===== config.mk =====
export PLATFORM = sky130hd
export DESIGN_NAME = irqc_bank
export DESIGN_NICKNAME = d
export VERILOG_FILES = /design/src/rtl/irqc_pkg.sv /design/src/rtl/irqc_decode.sv /design/src/rtl/irqc_arbiter.sv /design/src/rtl/irqc_state.sv /design/src/rtl/irqc_bank.sv
export SDC_FILE = /design/constraint.sdc
export NUM_CORES = 2
export LEC_CHECK = 0
export BUFFER_PORTS_ARGS = -buffer_cell sky130_fd_sc_hd__buf_2
export CELL_PAD_IN_SITES_DETAIL_PLACEMENT = 0
export CELL_PAD_IN_SITES_GLOBAL_PLACEMENT = 1
export CORE_MARGIN = 4
export CORE_UTILIZATION = 53
export CTS_CLUSTER_DIAMETER = 200
export DETAILED_ROUTE_END_ITERATION = 7
export GPL_TIMING_DRIVEN = 1
export PLACE_DENSITY_LB_ADDON = 0.05
export SYNTH_ARGS = -nofsm -noshare
export SYNTH_HDL_FRONTEND = slang
export SYNTH_HIERARCHICAL = 1
export SYNTH_SLANG_ARGS = --single-unit
export TNS_END_PERCENT = 20

===== constraint.sdc =====
create_clock -name clk -period 289.6 [get_ports clk]
set_clock_uncertainty 0.05 [all_clocks]
set_input_delay 57.92 -clock clk [delete_from_list [all_inputs] [get_ports clk]]
set_output_delay 57.92 -clock clk [all_outputs]
set_load 0.1 [all_outputs]

===== src/rtl/irqc_pkg.sv =====
package irqc_pkg;
    localparam int DATA_W = 32;
    localparam int ADDR_W = 6;

    localparam logic [ADDR_W-1:0] A_EN_SET = 6'h00;
    localparam logic [ADDR_W-1:0] A_EN_CLR = 6'h02;
    localparam logic [ADDR_W-1:0] A_PD_SET = 6'h04;
    localparam logic [ADDR_W-1:0] A_PD_CLR = 6'h06;
    localparam logic [ADDR_W-1:0] A_ACT    = 6'h08;
    localparam logic [ADDR_W-1:0] A_PRIO   = 6'h10;
    localparam logic [ADDR_W-1:0] A_TRIG   = 6'h20;
    localparam logic [ADDR_W-1:0] A_CFG    = 6'h21;

    typedef struct packed {
        logic              valid;
        logic              write;
        logic              priv;
        logic [ADDR_W-1:0] addr;
        logic [DATA_W-1:0] wdata;
    } bus_req_t;
endpackage


===== src/rtl/irqc_decode.sv =====
module irqc_decode
    import irqc_pkg::*;
#(
    parameter int NUM    = 60,
    parameter int PRIO_W = 5
) (
    input  bus_req_t                      req,
    input  logic                          cfg_unpriv,
    output logic [NUM-1:0]                en_set,
    output logic [NUM-1:0]                en_clr,
    output logic [NUM-1:0]                pd_set,
    output logic [NUM-1:0]                pd_clr,
    output logic [NUM-1:0]                prio_we,
    output logic [NUM-1:0][PRIO_W-1:0]    prio_wval,
    output logic                          cfg_we,
    output logic                          cfg_wval
);
    localparam int LANE_LO = 8 - PRIO_W;

    logic wr;
    logic trig_ok;

    always_comb begin
        wr      = req.valid && req.write;
        trig_ok = wr && (req.addr == A_TRIG) && (req.priv || cfg_unpriv)
                  && (req.wdata < DATA_W'(NUM));
        cfg_we  = wr && req.priv && (req.addr == A_CFG);
        cfg_wval = req.wdata[0];
        for (int i = 0; i < NUM; i++) begin
            en_set[i] = wr && (req.addr == A_EN_SET + ADDR_W'(i / 32)) && req.wdata[i % 32];
            en_clr[i] = wr && (req.addr == A_EN_CLR + ADDR_W'(i / 32)) && req.wdata[i % 32];
            pd_set[i] = (wr && (req.addr == A_PD_SET + ADDR_W'(i / 32)) && req.wdata[i % 32])
                        || (trig_ok && (req.wdata[ADDR_W-1:0] == ADDR_W'(i)));
            pd_clr[i] = wr && (req.addr == A_PD_CLR + ADDR_W'(i / 32)) && req.wdata[i % 32];
            prio_we[i]   = wr && (req.addr == A_PRIO + ADDR_W'(i / 4));
            prio_wval[i] = req.wdata[8 * (i % 4) + LANE_LO +: PRIO_W];
        end
    end
endmodule


===== src/rtl/irqc_arbiter.sv =====
module irqc_arbiter #(
    parameter int NUM    = 60,
    parameter int PRIO_W = 5,
    parameter int ID_W   = $clog2(NUM)
) (
    input  logic [NUM-1:0]             elig,
    input  logic [NUM-1:0][PRIO_W-1:0] prio,
    output logic                       found,
    output logic [ID_W-1:0]            win_id
);
    logic [PRIO_W-1:0] best;

    always_comb begin
        found  = 1'b0;
        win_id = '0;
        best   = '1;
        for (int i = 0; i < NUM; i++) begin
            if (elig[i] && (!found || (prio[i] < best))) begin
                found  = 1'b1;
                best   = prio[i];
                win_id = ID_W'(i);
            end
        end
    end
endmodule


===== src/rtl/irqc_state.sv =====
module irqc_state #(
    parameter int NUM    = 60,
    parameter int PRIO_W = 5
) (
    input  logic                       clk,
    input  logic                       rst_n,
    input  logic [NUM-1:0]             en_set,
    input  logic [NUM-1:0]             en_clr,
    input  logic [NUM-1:0]             pd_set,
    input  logic [NUM-1:0]             pd_clr,
    input  logic [NUM-1:0]             prio_we,
    input  logic [NUM-1:0][PRIO_W-1:0] prio_wval,
    input  logic                       cfg_we,
    input  logic                       cfg_wval,
    input  logic [NUM-1:0]             hw_lines,
    input  logic [NUM-1:0]             take_mask,
    input  logic                       done,
    output logic [NUM-1:0]             en_q,
    output logic [NUM-1:0]             pend_q,
    output logic [NUM-1:0]             act_q,
    output logic [NUM-1:0][PRIO_W-1:0] prio_q,
    output logic                       cfg_q
);
    typedef struct packed {
        logic [NUM-1:0]             en;
        logic [NUM-1:0]             pend;
        logic [NUM-1:0]             act;
        logic [NUM-1:0][PRIO_W-1:0] prio;
        logic                       cfg;
    } st_t;

    st_t st_d, st_q;

    always_comb begin
        st_d      = st_q;
        st_d.en   = (st_q.en & ~en_clr) | en_set;
        st_d.pend = (st_q.pend & ~pd_clr & ~take_mask) | pd_set | hw_lines;
        st_d.act  = (done ? '0 : st_q.act) | take_mask;
        for (int i = 0; i < NUM; i++) begin
            if (prio_we[i]) st_d.prio[i] = prio_wval[i];
        end
        if (cfg_we) st_d.cfg = cfg_wval;
    end

    always_ff @(posedge clk) begin
        if (!rst_n) st_q <= '0;
        else        st_q <= st_d;
    end

    assign en_q   = st_q.en;
    assign pend_q = st_q.pend;
    assign act_q  = st_q.act;
    assign prio_q = st_q.prio;
    assign cfg_q  = st_q.cfg;

    AST_ONE_ACTIVE: assert property (@(posedge clk) disable iff (!rst_n)
        $onehot0(st_q.act));
    AST_DONE_CLEARS: assert property (@(posedge clk) disable iff (!rst_n)
        (done && take_mask == '0) |=> (st_q.act == '0));
    AST_HW_PENDS: assert property (@(posedge clk) disable iff (!rst_n)
        (hw_lines != '0) |=> ((st_q.pend & $past(hw_lines)) == $past(hw_lines)));
    AST_CFG_GUARDED: assert property (@(posedge clk) disable iff (!rst_n)
        !cfg_we |=> $stable(st_q.cfg));
endmodule


===== src/rtl/irqc_bank.sv =====
module irqc_bank
    import irqc_pkg::*;
#(
    parameter int NUM    = 60,
    parameter int PRIO_W = 5,
    parameter int ID_W   = $clog2(NUM)
) (
    input  logic              clk,
    input  logic              rst_n,
    input  logic              bus_valid,
    input  logic              bus_write,
    input  logic              bus_priv,
    input  logic [ADDR_W-1:0] bus_addr,
    input  logic [DATA_W-1:0] bus_wdata,
    output logic [DATA_W-1:0] bus_rdata,
    input  logic [NUM-1:0]    irq_lines,
    output logic              irq_req,
    output logic [ID_W-1:0]   irq_id,
    input  logic              irq_take,
    input  logic              irq_done
);
    localparam int NUM_WORDS = (NUM + 31) / 32;
    localparam int PAD_W     = NUM_WORDS * 32;
    localparam int PRIO_REGS = (NUM + 3) / 4;
    localparam int LANE_LO   = 8 - PRIO_W;

    bus_req_t                   req;
    logic [NUM-1:0]             en_set, en_clr, pd_set, pd_clr, prio_we;
    logic [NUM-1:0][PRIO_W-1:0] prio_wval;
    logic                       cfg_we, cfg_wval;
    logic [NUM-1:0]             en_q, pend_q, act_q;
    logic [NUM-1:0][PRIO_W-1:0] prio_q;
    logic                       cfg_q;
    logic [NUM-1:0]             take_mask;
    logic                       found;
    logic [ID_W-1:0]            win_id;
    logic                       take_fire;

    logic [PAD_W-1:0]                      en_pad, pend_pad, act_pad;
    logic [PRIO_REGS*4-1:0][PRIO_W-1:0]    prio_pad;
    logic [DATA_W-1:0]                     rdata_d, rdata_q;

    assign req = '{valid: bus_valid, write: bus_write, priv: bus_priv,
                   addr: bus_addr, wdata: bus_wdata};

    irqc_decode #(.NUM(NUM), .PRIO_W(PRIO_W)) u_decode (
        .req(req), .cfg_unpriv(cfg_q),
        .en_set(en_set), .en_clr(en_clr), .pd_set(pd_set), .pd_clr(pd_clr),
        .prio_we(prio_we), .prio_wval(prio_wval),
        .cfg_we(cfg_we), .cfg_wval(cfg_wval)
    );

    irqc_arbiter #(.NUM(NUM), .PRIO_W(PRIO_W), .ID_W(ID_W)) u_arb (
        .elig(en_q & pend_q), .prio(prio_q), .found(found), .win_id(win_id)
    );

    assign irq_req   = found && (act_q == '0);
    assign irq_id    = win_id;
    assign take_fire = irq_take && irq_req;

    always_comb begin
        take_mask = '0;
        for (int i = 0; i < NUM; i++) begin
            if (take_fire && (win_id == ID_W'(i))) take_mask[i] = 1'b1;
        end
    end

    irqc_state #(.NUM(NUM), .PRIO_W(PRIO_W)) u_state (
        .clk(clk), .rst_n(rst_n),
        .en_set(en_set), .en_clr(en_clr), .pd_set(pd_set), .pd_clr(pd_clr),
        .prio_we(prio_we), .prio_wval(prio_wval),
        .cfg_we(cfg_we), .cfg_wval(cfg_wval),
        .hw_lines(irq_lines), .take_mask(take_mask), .done(irq_done),
        .en_q(en_q), .pend_q(pend_q), .act_q(act_q), .prio_q(prio_q), .cfg_q(cfg_q)
    );

    always_comb begin
        en_pad   = PAD_W'(en_q);
        pend_pad = PAD_W'(pend_q);
        act_pad  = PAD_W'(act_q);
        prio_pad = '0;
        for (int i = 0; i < NUM; i++) prio_pad[i] = prio_q[i];
    end

    always_comb begin
        rdata_d = rdata_q;
        if (bus_valid && !bus_write) begin
            rdata_d = '0;
            for (int w = 0; w < NUM_WORDS; w++) begin
                if (bus_addr == A_EN_SET + ADDR_W'(w) || bus_addr == A_EN_CLR + ADDR_W'(w))
                    rdata_d = en_pad[w*32 +: 32];
                if (bus_addr == A_PD_SET + ADDR_W'(w) || bus_addr == A_PD_CLR + ADDR_W'(w))
                    rdata_d = pend_pad[w*32 +: 32];
                if (bus_addr == A_ACT + ADDR_W'(w))
                    rdata_d = act_pad[w*32 +: 32];
            end
            for (int r = 0; r < PRIO_REGS; r++) begin
                if (bus_addr == A_PRIO + ADDR_W'(r)) begin
                    for (int k = 0; k < 4; k++)
                        rdata_d[8*k + LANE_LO +: PRIO_W] = prio_pad[4*r + k];
                end
            end
            if (bus_addr == A_CFG) rdata_d[0] = cfg_q;
        end
    end

    always_ff @(posedge clk) begin
        if (!rst_n) rdata_q <= '0;
        else        rdata_q <= rdata_d;
    end

    assign bus_rdata = rdata_q;

    AST_OFFER_ELIGIBLE: assert property (@(posedge clk) disable iff (!rst_n)
        irq_req |-> (en_q[irq_id] && pend_q[irq_id]));
    AST_TAKE_ACTIVATES: assert property (@(posedge clk) disable iff (!rst_n)
        (irq_take && irq_req && !irq_done) |=> act_q[$past(irq_id)]);
    AST_RDATA_HOLDS: assert property (@(posedge clk) disable iff (!rst_n)
        !(bus_valid && !bus_write) |=> $stable(bus_rdata));
endmodule


### Word-level counts from Yosys, hierarchy flattened

Cells that the tools add are included.
Widths: inputs -> output; s select.

* eq/ne operators: 144
* multiply operators: 0
* shifts and indexed selects: 0
* multiplexer cells: 306
* $add $sub $neg: 0
* order comparisons: 60
* bitwise operators: 11
* reduce and logical (&&, ||, !) cells: 639
* div/mod/pow operators: 0

Operators by type and width (count)
* $mux 5: 135
* $logic_and 1x1->1: 451
* $eq 6x6->1 const B: 58
* $lt 5x5->1: 59
* $eq 6x5->1 const B: 47
* $and 60x60->60: 4
* $or 60x60->60: 4
* $mux 32: 6
* $not 60->60: 3
* $mux 6: 28
* $logic_or 1x1->1: 124
* $mux 1: 122
* $eq 6x4->1 const B: 18
* $eq 6x3->1 const B: 12
* $logic_not 1->1: 60
* $logic_not 60->1: 1
* $mux 60: 1
* $eq 6x2->1 const B: 6
* $lt 32x6->1 const B: 1
* $mux 4: 8
* $eq 6x1->1 const B: 3
* $logic_not 6->1: 3
* $mux 3: 4
* $mux 2: 2

* RAM bits: 0
* bits in latches: 0
* ROM bits: 0
* output and inout port bits: 39
* input bits: 105
* register bits after elaboration: 513
* memories: 0

### Depth between registers and ports, before layout

* depth after elaboration: 246
* mapped depth: 536
* depth with buffers taken out: 516

### Modules after synthesis

The synthesis kept the hierarchy.

Modules (own cells, without submodules)
* irqc_state: area each 17693.2 sq um, instances 1, cells each 1562
* irqc_arbiter: area each 16951.3 sq um, instances 1, cells each 2471
* irqc_bank: area each 6271.0 sq um, instances 1, cells each 938
* irqc_decode: area each 5123.7 sq um, instances 1, cells each 767

### Worst setup path after synthesis

Ideal clock, no wire load.

* path type: flip-flop to output port
* start: register u_state.st_q (netlist bit u_state/en_q[0])
* end: output irq_id[0]
* buffers on the path: 21
* arrival time: 89482 ps
* slack: 142148 ps
* cell stages (with the launch flop): 482
* cells stage by stage: dfxtp_1 and2_1 buf_6 inv_1 nor2_1 ha_1 and4b_1 a311oi_2 o21ai_2 a21oi_1 inv_1 ha_1 o221ai_1 nor2_1 mux2_2 o21ai_0 nand2_1 inv_1 [446 not listed] or2_1 ha_1 a21oi_1 nor2b_1 o21ai_0 and3b_1 a22oi_1 o31ai_4 o31a_1 ha_1 a21o_1 a21o_1 a21oi_1 o21ai_0 or2_2 nor3_1 a211oi_1 o21ai_1

* longest elaborated chain between the ends: 238

Ends and longest elaborated chain
* start, declared: line irqc_state.sv:32 `st_t st_d, st_q;`
* start signal, assigned: line irqc_state.sv:47 `else st_q <= st_d;`
* $and 60x60->60 *: line irqc_bank.sv:54 `.elig(en_q & pend_q), .prio(prio_q), .found(found), .win_id(win_id)`
* $mux 5 / $mux 1 (equally long branches): line irqc_arbiter.sv:18 `if (elig[i] && (!found || (prio[i] < best))) begin`
* $lt 5x5->1 / $logic_not 1->1 (equally long branches): line irqc_arbiter.sv:18
* $logic_or 1x1->1: line irqc_arbiter.sv:18
* $logic_and 1x1->1: line irqc_arbiter.sv:18
* $mux 5 / $mux 1 (equally long branches): line irqc_arbiter.sv:18
* $lt 5x5->1 / $logic_not 1->1 (equally long branches): line irqc_arbiter.sv:18
* $logic_or 1x1->1: line irqc_arbiter.sv:18
* [222 not listed]
* $lt 5x5->1 / $logic_not 1->1 (equally long branches): line irqc_arbiter.sv:18
* $logic_or 1x1->1: line irqc_arbiter.sv:18
* $logic_and 1x1->1: line irqc_arbiter.sv:18
* $mux 5 / $mux 1 (equally long branches): line irqc_arbiter.sv:18
* $lt 5x5->1 / $logic_not 1->1 (equally long branches): line irqc_arbiter.sv:18
* $logic_or 1x1->1: line irqc_arbiter.sv:18
* $logic_and 1x1->1: line irqc_arbiter.sv:18
* $mux 6 *: line irqc_arbiter.sv:18
* end, declared: line irqc_bank.sv:18 `output logic [ID_W-1:0] irq_id,`

Mark *: on every way between the ends. The rest lies on a longest branch, timed or not.

### Worst setup path in the final report

* start: register u_state.st_q (netlist bit u_state/en_q[0])
* end: output irq_id[1]

The elaborated chain is that of the path after synthesis.

==> impl_metrics.json <==
{
  "status": "complete, no violations",
  "grt_pass1_vias": 40756,
  "worst_pin_slew_ps": 1260,
  "hold_depth": 2,
  "slew-limit-headroom": 0.149,
  "grt_first_pass_wirelength_um": 280000,
  "vias": 44287,
  "worstSetupPathType": "flip-flop to primary output",
  "crit_family": "compound AO/OA/AOI/OAI gates",
  "initial_utilization": 0.537,
  "fmax_ghz": 0.00613,
  "cp.arrival_ps": 105040,
  "wl_um": 196000,
  "rsz0062_at_grt": "false",
  "crit_cells": 462,
  "gp_congestion": 1.00,
  "p_leak_nw": 17.5,
  "worst_slack_ps": 126590,
  "cts_tree": "built",
  "route.detailed.drc": 0,
  "syn-instance-count": 5738,
  "p_sw_uw": 51.5,
  "die_area_sq_um": 91600,
  "drt-pass1-iter-count": 6,
  "ctsHoldBuffers": 0,
  "synth_nets": 5965,
  "setup_tns_ps": 0,
  "die_w_um": 303,
  "track_usage": 0.410,
  "rows": 107,
  "placed_cell_area_sq_um": 44700,
  "multiInputGateArea_sq_um": 31000,
  "cts_setup_buffers": 0,
  "min_period_ps": 163010,
  "clockBufferDepth": 3,
  "viasPerCell": 6.75,
  "wl_per_cell_um": 29.9,
  "reg2regPathDepth": 467,
  "cpPeakStageDelay_ps": 690,
  "numCtsBuffers": 58,
  "coreArea_sq_um": 85700,
  "endpoint_kind": "primary output",
  "clk_pin_slew_worst_paths_ps": 70,
  "hold_viol_final": 0,
  "ys_seq_elements": 513,
  "cts.sinks": 513,
  "syn_area_per_cell_sq_um": 8.02,
  "root_buffer": "clkbuf_16",
  "seqPwrFrac": 0.412,
  "startpoint_type": "flip-flop",
  "synthTopCellsByArea": "dfxtp_1 22%, mux2i_1 9.0%, nor2b_1 6.0%, buf_4 5.9%, and2_1 3.7%",
  "yosys.cell_types.count": 177,
  "grt_max_degree": 244,
  "combPwrFrac": 0.134,
  "synth_edf_count": 0,
  "design_area_sq_um": 46700,
  "cts_htree_levels": 2,
  "final_antenna_net_count": 0,
  "fin_crit_sh": 0.563,
  "pwr_density_cell_nw_per_um2": 3.78,
  "synth_top_cell_area_share": 0.223,
  "grt_antenna_before_repair": 10,
  "syn_to_final_growth_pct": 1.45,
  "io_buffers": 143,
  "ir_worst_vdd_uv": 4.36,
  "place_ws_ps": 129880,
  "path_buf_inv": 31,
  "maxSlewViolCount": 0,
  "rrSetupSlack_ps": 183760,
  "ioPinCount": 144,
  "setup_violations": 0,
  "holdCritPathClass": "flip-flop to flip-flop",
  "power_uw": 177,
  "sw_frac_of_total": 0.292,
  "yosysWarnings": 6,
  "cap_violations": 0,
  "fillers": 8247,
  "clock_power_share": 0.455,
  "internal-power_uw": 125,
  "synth-main-ff-cell": "dfxtp_1",
  "drive_gt1_frac": 0.127,
  "die_h_um": 303,
  "clkLatencyLatePin_ps": 650,
  "netlist_area_sq_um": 46000,
  "overflow": 0,
  "ys_seq_area_frac": 0.223,
  "ys_async_sr_fraction": 0,
  "dp_hpwl_um": 144000,
  "whs_ps": 500,
  "slowest_stage": "o311ai_1",
  "final_nets": 5594,
  "worst_ep_required_time_ps": 231630,
  "cp_max_fo": 14,
  "synth_area_leader_cell": "dfxtp_1",
  "path_common_cell": "ha_1",
  "drt_iter0_drc": 5714,
  "regArea_sq_um": 10300,
  "postCtsResizedCells": 0
}
==> tightest hold or removal path, cell delays in order, from the launching register on <==
cell and delay (ps):
dfxtp_1 320, o21ai_0 80, a21oi_1 110
==> final cells by class <==
type | instances | area share
diodes | 3 | 0.000161
clock buffers | 73 | 0.0347
clock inverters | 31 | 0.00833
inverters | 197 | 0.0159
multi-input cells | 4387 | 0.664
flip-flops and latches | 513 | 0.220
well taps | 1144 | 0.0306
repair buffers | 210 | 0.0267
==> cell families after synthesis <==
family / synth area share
fa+ha+maj: 0.0376
buf+inv: 0.106
xor+xnor: 0.00419
mux: 0.112
compound gates: 0.266
simple gates: 0.251
flops: 0.223
==> stage by stage <==
| step | util | std cells |
|---|---|---|
| 2_1_floorplan | - | 5738 |
| 3_3_place_gp | 0.522 | 6451 |
| 3_5_place_dp | 0.522 | 6451 |
| 4_1_cts | 0.545 | 6555 |
| 5_1_grt | 0.545 | 6555 |
| 6_report | 0.545 | 6558 |
==> registers in the layout, summed over array words and instances, names as in the netlist <==
register	flops
bus_rdata	32
u_state/act_q	60
u_state/cfg_q	1
u_state/en_q	60
u_state/pend_q	60
u_state/prio_q	300
==> worst paths after layout <==
kind | from | endpoint
worst max register to register | u_state/en_q[0] | u_state/pend_q[49]
worst max-delay path | u_state/en_q[0] | irq_id[1]
worst min-delay path | bus_rdata[16] | bus_rdata[16]
worst min register to register | bus_rdata[16] | bus_rdata[16]
==> cells in the mapped netlist, drive strengths merged (77+ instances only) <==
master,instances
nor2,387
buf,484
nor2b,445
nand2,420
o2bb2ai,77
dfxtp,513
o21a,163
nor3,84
and2,284
ha,122
a21oi,241
o21ai,303
mux2i,420
nand3,92
o31a,80
clkbuf,154
inv,196
==> power by group through the flow <==
| stage | combinational, mW | sequential, mW | clock [mW] |
|---|---|---|---|
| floorplan | 0.0154 | 0.0754 | 0 |
| global placement | 0.0228 | 0.0742 | 0 |
| detailed placement | 0.0227 | 0.0742 | 0 |
| CTS | 0.0228 | 0.0726 | 0.0802 |
| global route | 0.0246 | 0.0727 | 0.0830 |
| finish | 0.0236 | 0.0727 | 0.0803 |
==> layer usage <==
metal,GRT usage,up-vias,part of all wire
li1,-,19878,-
met1,0.545,21359,0.41
met2,0.622,2502,0.42
met3,0.0767,544,0.093
met4,0.241,4,0.069
met5,0,-,0.00015
==> layout by cell type, fill, tap and decap left out, types with 26 or more instances in the layout <==
cell type / synthesis / final
a211oi_1: 47 / 46
a21o_1: 39 / 39
a21oi_1: 227 / 227
a221oi_1: 45 / 45
a31oi_1: 69 / 69
and2_1: 271 / 271
and3_1: 26 / 26
buf_2: 60 / 140
buf_4: 360 / 68
clkbuf_16: 0 / 59
dfxtp_1: 513 / 513
ha_1: 122 / 122
inv_1: 196 / 196
mux2_2: 58 / 58
mux2i_1: 415 / 415
nand2_1: 415 / 415
nand2b_1: 50 / 49
nand3_1: 91 / 91
nand4_1: 26 / 26
nor2_1: 381 / 361
nor2b_1: 445 / 444
nor3_1: 75 / 75
nor3b_1: 67 / 67
nor4_1: 36 / 35
o211ai_1: 56 / 56
o21a_1: 152 / 152
o21ai_0: 260 / 260
o21ai_1: 33 / 33
o22ai_1: 71 / 71
o2bb2ai_1: 67 / 67
o31a_1: 72 / 72
o31ai_1: 34 / 34
Note: power is estimated with default switching activity, not from simulation.
